[config.mk]
export PLATFORM = sky130hd
export DESIGN_NAME = coin_acceptor_fsm
export DESIGN_NICKNAME = d
export VERILOG_FILES = /design/src/rtl/coin_pkg.sv /design/src/rtl/coin_event_arbiter.sv /design/src/rtl/coin_next_state.sv /design/src/rtl/coin_state_reg.sv /design/src/rtl/coin_acceptor_fsm.sv
export SDC_FILE = /design/constraint.sdc
export NUM_CORES = 1
export LEC_CHECK = 0
export CAP_MARGIN = 20
export CORE_AREA = 2 2 39 41
export DETAILED_ROUTE_END_ITERATION = 8
export DIE_AREA = 0 0 41 43
export DONT_BUFFER_PORTS = 1
export GPL_TIMING_DRIVEN = 1
export SLEW_MARGIN = 5
export SYNTH_ARGS = -nofsm -noshare
export SYNTH_HDL_FRONTEND = slang
export SYNTH_SLANG_ARGS = --single-unit
[constraint.sdc]
create_clock -name clk -period 4.3 [get_ports clk]
set_input_delay 1.29 -clock clk [delete_from_list [all_inputs] [get_ports clk]]
set_output_delay 1.29 -clock clk [all_outputs]
set_load 0.05 [all_outputs]
[src/rtl/coin_pkg.sv]
package coin_pkg;

    localparam int CODE_W = 3;

    typedef logic [CODE_W-1:0] credit_t;

    localparam credit_t CR_ZERO   = 3'b000;
    localparam credit_t CR_TEN    = 3'b001;
    localparam credit_t CR_TWENTY = 3'b010;
    localparam credit_t CR_QUART  = 3'b011;
    localparam credit_t CR_THIRTY = 3'b100;
    localparam credit_t CR_FULL   = 3'b101;

    typedef enum logic [1:0] {
        EV_NONE    = 2'd0,
        EV_DIME    = 2'd1,
        EV_QUARTER = 2'd2,
        EV_CLEAR   = 2'd3
    } coin_ev_e;

    typedef struct packed {
        logic clear;
        logic dime;
        logic quarter;
    } coin_in_t;

    // Final when the top bit is set, except the thirty-cent code.
    function automatic logic is_final(credit_t c);
        return c[CODE_W-1] & (c[1] | c[0]);
    endfunction

    function automatic credit_t add_dime(credit_t c);
        credit_t n;
        unique case (c)
            CR_ZERO:   n = CR_TEN;
            CR_TEN:    n = CR_TWENTY;
            CR_TWENTY: n = CR_THIRTY;
            CR_QUART:  n = CR_FULL;
            CR_THIRTY: n = CR_FULL;
            default:   n = c;
        endcase
        return n;
    endfunction

    function automatic credit_t add_quarter(credit_t c);
        credit_t n;
        if (c == CR_ZERO)
            n = CR_QUART;
        else if (is_final(c))
            n = c;
        else
            n = CR_FULL;
        return n;
    endfunction

endpackage

[src/rtl/coin_event_arbiter.sv]
module coin_event_arbiter
    import coin_pkg::*;
(
    input  coin_in_t raw,
    output coin_ev_e ev
);
    always_comb begin
        if (raw.clear)
            ev = EV_CLEAR;
        else if (raw.quarter)
            ev = EV_QUARTER;
        else if (raw.dime)
            ev = EV_DIME;
        else
            ev = EV_NONE;
    end
endmodule

[src/rtl/coin_next_state.sv]
module coin_next_state
    import coin_pkg::*;
(
    input  credit_t  cur,
    input  coin_ev_e ev,
    output credit_t  nxt
);
    always_comb begin
        unique case (ev)
            EV_CLEAR:   nxt = CR_ZERO;
            EV_QUARTER: nxt = add_quarter(cur);
            EV_DIME:    nxt = add_dime(cur);
            default:    nxt = cur;
        endcase
    end
endmodule

[src/rtl/coin_state_reg.sv]
module coin_state_reg
    import coin_pkg::*;
(
    input  logic    clk,
    input  credit_t d,
    output credit_t q
);
    always_ff @(posedge clk) begin
        q <= d;
    end
endmodule

[src/rtl/coin_acceptor_fsm.sv]
module coin_acceptor_fsm
    import coin_pkg::*;
(
    input  logic       clk,
    input  logic       clear,
    input  logic       dime_in,
    input  logic       quarter_in,
    output logic [2:0] credit_code,
    output logic       paid
);
    coin_in_t raw;
    coin_ev_e ev;
    credit_t  cur;
    credit_t  nxt;

    assign raw = '{clear: clear, dime: dime_in, quarter: quarter_in};

    coin_event_arbiter u_arb (.raw(raw), .ev(ev));
    coin_next_state    u_ns  (.cur(cur), .ev(ev), .nxt(nxt));
    coin_state_reg     u_reg (.clk(clk), .d(nxt), .q(cur));

    assign credit_code = cur;
    assign paid        = is_final(cur);
endmodule

==> results by group, run 1 <==
Yosys
  • Average size of a mapped cell: 10.4 µm²
  • Sequential share of the synthesized area: 0.360
  • Top cell type's share of synthesized area: 0.360
  • Synth Warn #: 0
  • Syn Inst Count: 24
  • Syn nets: 31
  • Post-synth cell types: 14
  • Seq cells post-synth: 3
  • Synth top area cells: edfxtp_1 36%, ha_1 15%, mux2i_1 8.0%, a21oi_1 6.0%, a221oi_2 6.0%
  • Synthesized cell area: 250 µm²
  • Leading area contributor after synthesis: edfxtp_1

Routing
  • Via density per instance: around 4.2
  • Vias: approximately 190
  • Post-DR wirelength/cell: 10.5 µm
  • Met3 wire length: 50 µm
  • Top layer in use: met4
  • Post-DRT Antenna Nets: 0
  • Wl on met1: 186 µm
  • DRT Wirelength: 462 µm
  • Drt first pass iters: 2
  • # DRC: 0
  • Iter 0 DRT Violations: 1
  • Met2 Wirelength: 209 µm

Worst setup path
  • Arr. time, crit path: 1430 ps
  • Slowest cell delay on critical path: 760 ps
  • Crit-path cells: o21a_2
  • Worst Setup Start Kind: register
  • WP data required: 3010 ps
  • R2r worst-path depth: 2
  • Setup CP Type: register to output pin
  • Max FO, Critical Path: 5
  • WP buf/inv: 0
  • Crit path depth: 1
  • CP Capture Type: output pin
  • Top Family by Delay on Critical Path: flip-flops
  • Critical-path top delay cell: edfxtp_1

CTS
  • Num CTS Buffers: 3
  • TritonCTS clock tree: done
  • Clk_lat worst skew: 240 ps
  • Post-CTS Resized: 0
  • Clock Pin Slew Worst Setup and Hold Paths: 40 ps
  • Clock Path Buffers: 2
  • Root Driver: clkbuf_4
  • # Post-CTS Setup Buffers: 0
  • Hold_buf cts: 0
  • Num Clock Sinks: 3
  • H-tree Lvls: 1

Finish
  • Final net count: 36
  • Max reg flops: 3
  • Non-filler cells, final: 44
  • Post-route cell area: 297 µm²
  • N_diodes: 0
  • Commonest cells after routing, fill and taps aside: 3 x inv_1, 3 x a21oi_1, 3 x ha_1, 3 x clkbuf_4, 3 x edfxtp_1
  • Reg with most FFs: u_reg.q
  • Fillers: 151
  • Largest regs: u_reg.q x3
  • Final core occ: 0.214
  • Layout cells sized above 1: 0.179
  • Area growth, synth to finish: 18.5%

Outcome
  • Status: complete, no violations

Global route
  • First-pass GRT wire length: 765 µm
  • Congestion Overflow GR: 0
  • GRT Overall Usage: 0.0734
  • Largest net degree at the start of global routing: 7
  • Number of global-route vias before repair: 183
  • Antenna violations before repair: 0

Timing
  • Slew HR: 0.567
  • Tcrit/Tclk final: 0.632
  • RSZ-0062 raised after global routing: false
  • Max Slew Vio Count: 0
  • Tmin final: between 2000 and 3000 ps
  • Final setup fails: 0
  • Setup Skew: 3.18 ps
  • Final count of hold timing violations: 0
  • F_max: roughly 370 MHz
  • Hold_ws: 1040 ps
  • Setup TNS: 0 ps
  • Slew @ Worst Pin: 650 ps

Floorplanning
  • Site Rows: 14
  • Ports: 8
  • Full die area: 1760 µm²
  • Core area: 1380 µm²
  • Die X: just over 40 µm
  • Die Span Y: 43 µm
  • Initial Utilization: 0.181

Placed design
  • Placed Area: 270 µm²
  • GP Congestion: 0.677
  • Post-Place Cells: 40
  • DP Wirelength: roughly 350 µm
  • IO buf count: 0

Min path
  • Hold Path Class: register to register
  • Hold path depth: 1

Flow run
  • Max-Cap Viols: 0

Power
  • Peak supply drop: 0.0000883 V
  • Pleak: 0.133 nW
  • P per Cell Area: around 430 nW/µm²
[kinds of logic (layout without fill, tap and decap cells)]
| group | Yosys count | count (layout) | share of synthesized area |
|---|---|---|---|
| simple gates | 5 | 5 | 0.115 |
| fa+ha+maj | 3 | 3 | 0.150 |
| flops | 3 | 3 | 0.360 |
| compound gates | 7 | 7 | 0.215 |
| mux | 2 | 2 | 0.0800 |
| buf+inv | 3 | 7 | 0.0450 |
| xor+xnor | 1 | 1 | 0.0350 |
[cell type report]
cell class | instances | area (µm²) | area share
multi-input combinational | 18 | 149 | 0.502
sequential | 3 | 90.1 | 0.304
tap | 16 | 20.0 | 0.0675
inverter | 3 | 11.3 | 0.0380
clock buffer | 4 | 26.3 | 0.0886
[through the flow]
step	worst slack, ps	power [W]
2_1_floorplan	1800	0.0000724
3_3_place_gp	1710	0.0000761
3_5_place_dp	1680	0.0000765
4_1_cts	1570	0.000130
5_1_grt	1540	0.000137
6_report	1580	0.000128
[per-layer routing]
layer | global-route usage | vias to the layer above
met4 | 0.0800 | 0
met2 | 0.0844 | 10
met3 | 0.0471 | 2
met1 | 0.0809 | 79
met5 | 0 | -
li1 | - | 95
[synthesized netlist by cell type (all sizes together)]
cell / number
a21oi: 3
edfxtp: 3
ha: 3
inv: 3
mux2i: 2
or2: 2
a21o: 1
a221oi: 1
nor2: 1
nor2b: 1
nor4: 1
o21a: 1
o21bai: 1
xor2: 1
[path summary, 6_finish.rpt]
| kind | slack (ps) | start | endpoint |
|---|---|---|---|
| worst min register to register | 1040 | u_reg.q[2] | u_reg.q[1] |
| worst min-delay path | 1040 | u_reg.q[2] | u_reg.q[1] |
| worst max register to register | 2540 | u_reg.q[0] | u_reg.q[0] |
| worst max-delay path | 1580 | u_reg.q[0] | paid |
[where the power goes]
part | switching (W) | internal (W)
Combinational | 0.0000103 | 0.00000859
Sequential | 0.0000198 | 0.0000371
Clock | 0.0000173 | 0.0000350
Total | 0.0000474 | 0.0000807
Power figures use the tool's default switching activity.
==> run 2: changes to the inputs <==
- clock period: 4.3 -> 2.83 ns (I/O delays scaled with it)
==> run 2 against run 1 <==
  * Hold slack worse by 230 ps
  * Clock power up 42%
  * Register-to-register slack worse by 1300 ps
==> results by group, run 2 (synthesis results as in run 1) <==
Worst setup path
  • Setup CP Type: register to output pin
  • Critical-path top delay cell: o21a_2
  • Arr. time, crit path: approximately 1100 ps
  • WP data required: 1980 ps
  • Top Family by Delay on Critical Path: compound AO/OA/AOI/OAI gates
  • Worst Setup Start Kind: register
  • Slowest cell delay on critical path: 350 ps
  • WP buf/inv: 1
  • CP Capture Type: output pin
  • Max FO, Critical Path: 6
  • Crit-path cells: buf_4 > o21a_2

Global route
  • GRT Overall Usage: 0.0644
  • First-pass GRT wire length: 641 µm
  • Antenna violations before repair: 0
  • Largest net degree at the start of global routing: 7
  • Number of global-route vias before repair: ~150
  • Congestion Overflow GR: 0

Timing
  • Tmin final: a little under 2000 ps
  • RSZ-0062 raised after global routing: false
  • Setup Skew: 0.762 ps
  • Final setup margin: 854 ps
  • Final setup fails: 0
  • Slew HR: 0.797
  • Setup TNS: 0 ps
  • Tcrit/Tclk final: 0.698
  • Max Slew Vio Count: 0
  • Final count of hold timing violations: 0
  • Slew @ Worst Pin: 302 ps
  • F_max: between 500 and 600 MHz

CTS
  • # Post-CTS Setup Buffers: 0
  • Post-CTS Resized: 0
  • Clock Pin Slew Worst Setup and Hold Paths: 40 ps
  • Clk_lat worst skew: 230 ps
  • Clock Path Buffers: 2
  • Hold_buf cts: 0
  • Num Clock Sinks: 3
  • Root Driver: clkbuf_4
  • H-tree Lvls: 1
  • Num CTS Buffers: 3
  • TritonCTS clock tree: done

Finish
  • Reg with most FFs: u_reg.q
  • Layout cells sized above 1: 0.258
  • Final net count: 39
  • Non-filler cells, final: 47
  • Final core occ: 0.231
  • N_diodes: 0
  • Largest regs: u_reg.q x3
  • Max reg flops: 3
  • Area growth, synth to finish: 27.5%

Floorplanning
  • Full die area: between 1500 and 2000 µm²
  • Ports: 8
  • Die Span Y: about 43 µm
  • Core area: 1380 µm²
  • Die X: 41 µm
  • Site Rows: 14
  • Initial Utilization: 0.181

Min path
  • Hold Path Class: register to register

Placed design
  • GP Congestion: slightly above 0.7
  • Pre-CTS WS: 667 ps
  • Post-Place Cells: 43
  • IO buf count: 0
  • DP Wirelength: around 350 µm

Routing
  • Post-DRT Antenna Nets: 0
  • DRT Wirelength: 457 µm
  • Post-DR wirelength/cell: 9.72 µm
  • Vias: 191
  • Drt first pass iters: 2
  • Iter 0 DRT Violations: 3
  • Via density per instance: 4.06
  • # DRC: 0

Outcome
  • Status: complete, no violations

Power
  • Peak supply drop: 0.000124 V
  • Total Power: 0.000196 W
  • Pleak: around 0.15 nW
  • P per Cell Area: 615 nW/µm²

Flow run
  • Max-Cap Viols: 0
run 2: changes by cell type in the layout (fill, tap and decap cells not counted), sizes merged:
cell,change
buf,+3
run 2: power by group:
part / switching [W] / total [W] / internal [W]
registers: 0.00000118 / 0.0000570 / 0.0000558
logic: 0.0000456 / 0.0000653 / 0.0000197
clock network: 0.0000211 / 0.0000739 / 0.0000528
run 2: cell type report:
type | instances | area, µm²
Fill cell | 150 | 1060
Sequential cell | 3 | 90.1
Clock buffer | 4 | 26.3
Tap cell | 16 | 20.0
Inverter | 3 | 11.3
Timing Repair Buffer | 3 | 22.5
Multi-Input combinational cell | 18 | 149
run 2: per-stage QoR:
stage / instance area (µm²) / hold WS, ps
global placement: 293 / 791
finish: 319 / 804
global route: 319 / 822
CTS: 319 / 803
floorplan: 250 / 967
detailed placement: 293 / 798
run 2: final timing paths:
path         depth (start not counted)  startpoint         end  slack, ps
min reg2reg                          2  u_reg.q[1]  u_reg.q[1]        800
max                                  2  u_reg.q[2]        paid        850
min                                  2  u_reg.q[1]  u_reg.q[1]        800
max reg2reg                          3  u_reg.q[0]  u_reg.q[1]       1280
run 2: worst min-delay path: stages, from the launching register on:
cell and delay [ps]:
edfxtp_1 310, buf_4 220, nor4_1 100
run 2: routing by layer:
metal	GRT usage	vias to the layer above	wire, µm
li1	-	99	-
met4	0.0800	0	0
met5	0	-	0
met3	0.0576	0	50
met2	0.0656	7	222
met1	0.0647	85	185
==> run 3: changes to the inputs <==
- clock period: 2.83 -> 1.8 ns (I/O delays scaled with it)
==> run 3 against run 2 <==
  * Via count decreased by 1.0%
  * Sequential cell count unchanged
  * Design area increased by 2.4%
  * Global-route usage decreased by 0.30 points
  * Sequential power increased by 61%
  * Critical endpoint is now u_reg.q[0]
  * Highest routed layer unchanged
  * Worst setup slack got worse by 620 ps
  * Wire length increased by 0.22%
  * Combinational power increased by 58%
==> results by group, run 3 (synthesis results as in run 1) <==
Outcome
  • Status: complete, no violations

Routing
  • Drt first pass iters: 2
  • Iter 0 DRT Violations: 4
  • Post-DR wirelength/cell: 9.54 µm
  • # DRC: 0
  • Post-DRT Antenna Nets: 0
  • Vias: 189
  • Via density per instance: 3.94
  • DRT Wirelength: 458 µm

Floorplanning
  • Die Span Y: 43 µm
  • Full die area: roughly 1800 µm²
  • Site Rows: 14
  • Core area: 1380 µm²
  • Ports: 8
  • Initial Utilization: 0.181
  • Die X: 41 µm

Worst setup path
  • Internal reg-to-reg setup slack: 420 ps
  • Top Family by Delay on Critical Path: compound AO/OA/AOI/OAI gates
  • Slowest cell delay on critical path: 280 ps
  • WP buf/inv: 1
  • Worst R2R End: u_reg.q[0]
  • R2r worst-path depth: 2
  • Reg-to-reg startpoint: u_reg.q[0]
  • Critical-path top delay cell: a21oi_1
  • Setup CP Type: input port to register
  • Arr. time, crit path: 1460 ps
  • CP Capture Type: register
  • Max FO, Critical Path: 3
  • Crit-path cells: inv_1 > a21o_1 > ha_1 > or2_1 > a21oi_1
  • WP data required: approximately 1700 ps
  • Worst Setup Start Kind: input port
  • Critical Path Source: quarter_in

Timing
  • Tcrit/Tclk final: 0.868
  • Max Slew Vio Count: 0
  • F_max: between 600 and 700 MHz
  • Final setup margin: roughly 240 ps
  • Final count of hold timing violations: 0
  • Tmin final: 1560 ps
  • RSZ-0062 raised after global routing: false
  • Setup Skew: 2.88 ps
  • Slew @ Worst Pin: 318 ps
  • Final setup fails: 0
  • Slew HR: 0.788

Power
  • Pleak: 0.154 nW
  • Flop pwr share: 0.293
  • Int Power: 0.000204 W
  • Sw Ratio: 0.351
  • Comb power frac: 0.327
  • Total Power: 0.000314 W
  • P per Cell Area: 961 nW/µm²
  • Peak supply drop: 0.000173 V
  • P_sw: roughly 0.00011 W
  • Clock power frac: 0.380

Finish
  • Reg with most FFs: u_reg.q
  • Final net count: 40
  • Post-route cell area: 327 µm²
  • N_diodes: 0
  • Largest regs: u_reg.q x3
  • Area growth, synth to finish: 30.5%
  • Fillers: 150
  • Most common cell after layout, fill and taps aside: buf_4
  • Max reg flops: 3
  • Layout cells sized above 1: 0.281

Flow run
  • Max-Cap Viols: 0

Placed design
  • DP Wirelength: around 370 µm
  • Placed Area: about 300 µm²
  • Pre-CTS WS: -8.24 ps
  • GP Congestion: about 0.66
  • IO buf count: 0

Min path
  • Hold path endpoint: u_reg.q[1]
  • Hold Path Class: input port to register
  • Hold path depth: 3
  • Hold_sp: clear

CTS
  • Root Driver: clkbuf_4
  • Num CTS Buffers: 3
  • H-tree Lvls: 1
  • Hold_buf cts: 0
  • # Post-CTS Setup Buffers: 0
  • Num Clock Sinks: 3
  • TritonCTS clock tree: done
  • Clk_lat worst skew: 230 ps
  • Post-CTS Resized: 0
  • Clock Pin Slew Worst Setup and Hold Paths: roughly 40 ps
  • Clock Path Buffers: 2

Global route
  • Congestion Overflow GR: 0
  • First-pass GRT wire length: 676 µm
  • Antenna violations before repair: 0
  • Largest net degree at the start of global routing: 6
  • GRT Overall Usage: 0.0614
  • Number of global-route vias before repair: 173
[run 3: changes by cell type in the layout (fill, tap and decap cells not counted), sizes merged]
cell  before  now
buf        3    4
[run 3: layer usage]
metal / wire length [µm] / track usage
met1: 216 / 0.0809
met2: 211 / 0.0656
met3: 30 / 0.0157
met4: 0 / 0.0800
met5: 0 / 0
[run 3: area by class of cell]
class / count / area, µm² / share of cell area
Multi-Input combinational cell: 18 / 149 / 0.456
Inverter: 3 / 11.3 / 0.0345
Tap cell: 16 / 20.0 / 0.0613
Sequential cell: 3 / 90.1 / 0.276
Timing Repair Buffer: 4 / 30.0 / 0.0920
Clock buffer: 4 / 26.3 / 0.0805
[run 3: through the flow]
| step | util | setup TNS [ps] | cells | hold WS, ps |
|---|---|---|---|---|
| 2_1_floorplan | - | 0 | 24 | 967 |
| 3_3_place_gp | 0.217 | 0 | 44 | 811 |
| 3_5_place_dp | 0.217 | -24.6 | 44 | 814 |
| 4_1_cts | 0.236 | 0 | 48 | 764 |
| 5_1_grt | 0.236 | 0 | 48 | 795 |
| 6_report | 0.236 | 0 | 48 | 768 |
[run 3: how the worst max path moves through the flow]
stage	to	slack [ps]	cells after the start
floorplan	u_reg.q[0]	50	4
global placement	u_reg.q[2]	30	5
detailed placement	u_reg.q[0]	-8	5
CTS	u_reg.q[0]	240	5
global route	u_reg.q[1]	150	5
finish	u_reg.q[0]	240	5
[run 3: worst reg2reg max path, delay by kind of cell (launching register included)]
kind / cells / cell delay [ps]
DFF: 1 / 370
AOI/OAI and AO/OA: 2 / 680
[run 3: power groups by stage]
| stage | sequential, W | combinational [W] | clock (W) |
|---|---|---|---|
| finish | 0.0000920 | 0.000103 | 0.000119 |
| global route | 0.0000936 | 0.000110 | 0.000132 |
| CTS | 0.0000922 | 0.000103 | 0.000125 |
| detailed placement | 0.0000932 | 0.000103 | 0 |
| global placement | 0.0000932 | 0.000102 | 0 |
| floorplan | 0.000133 | 0.0000405 | 0 |
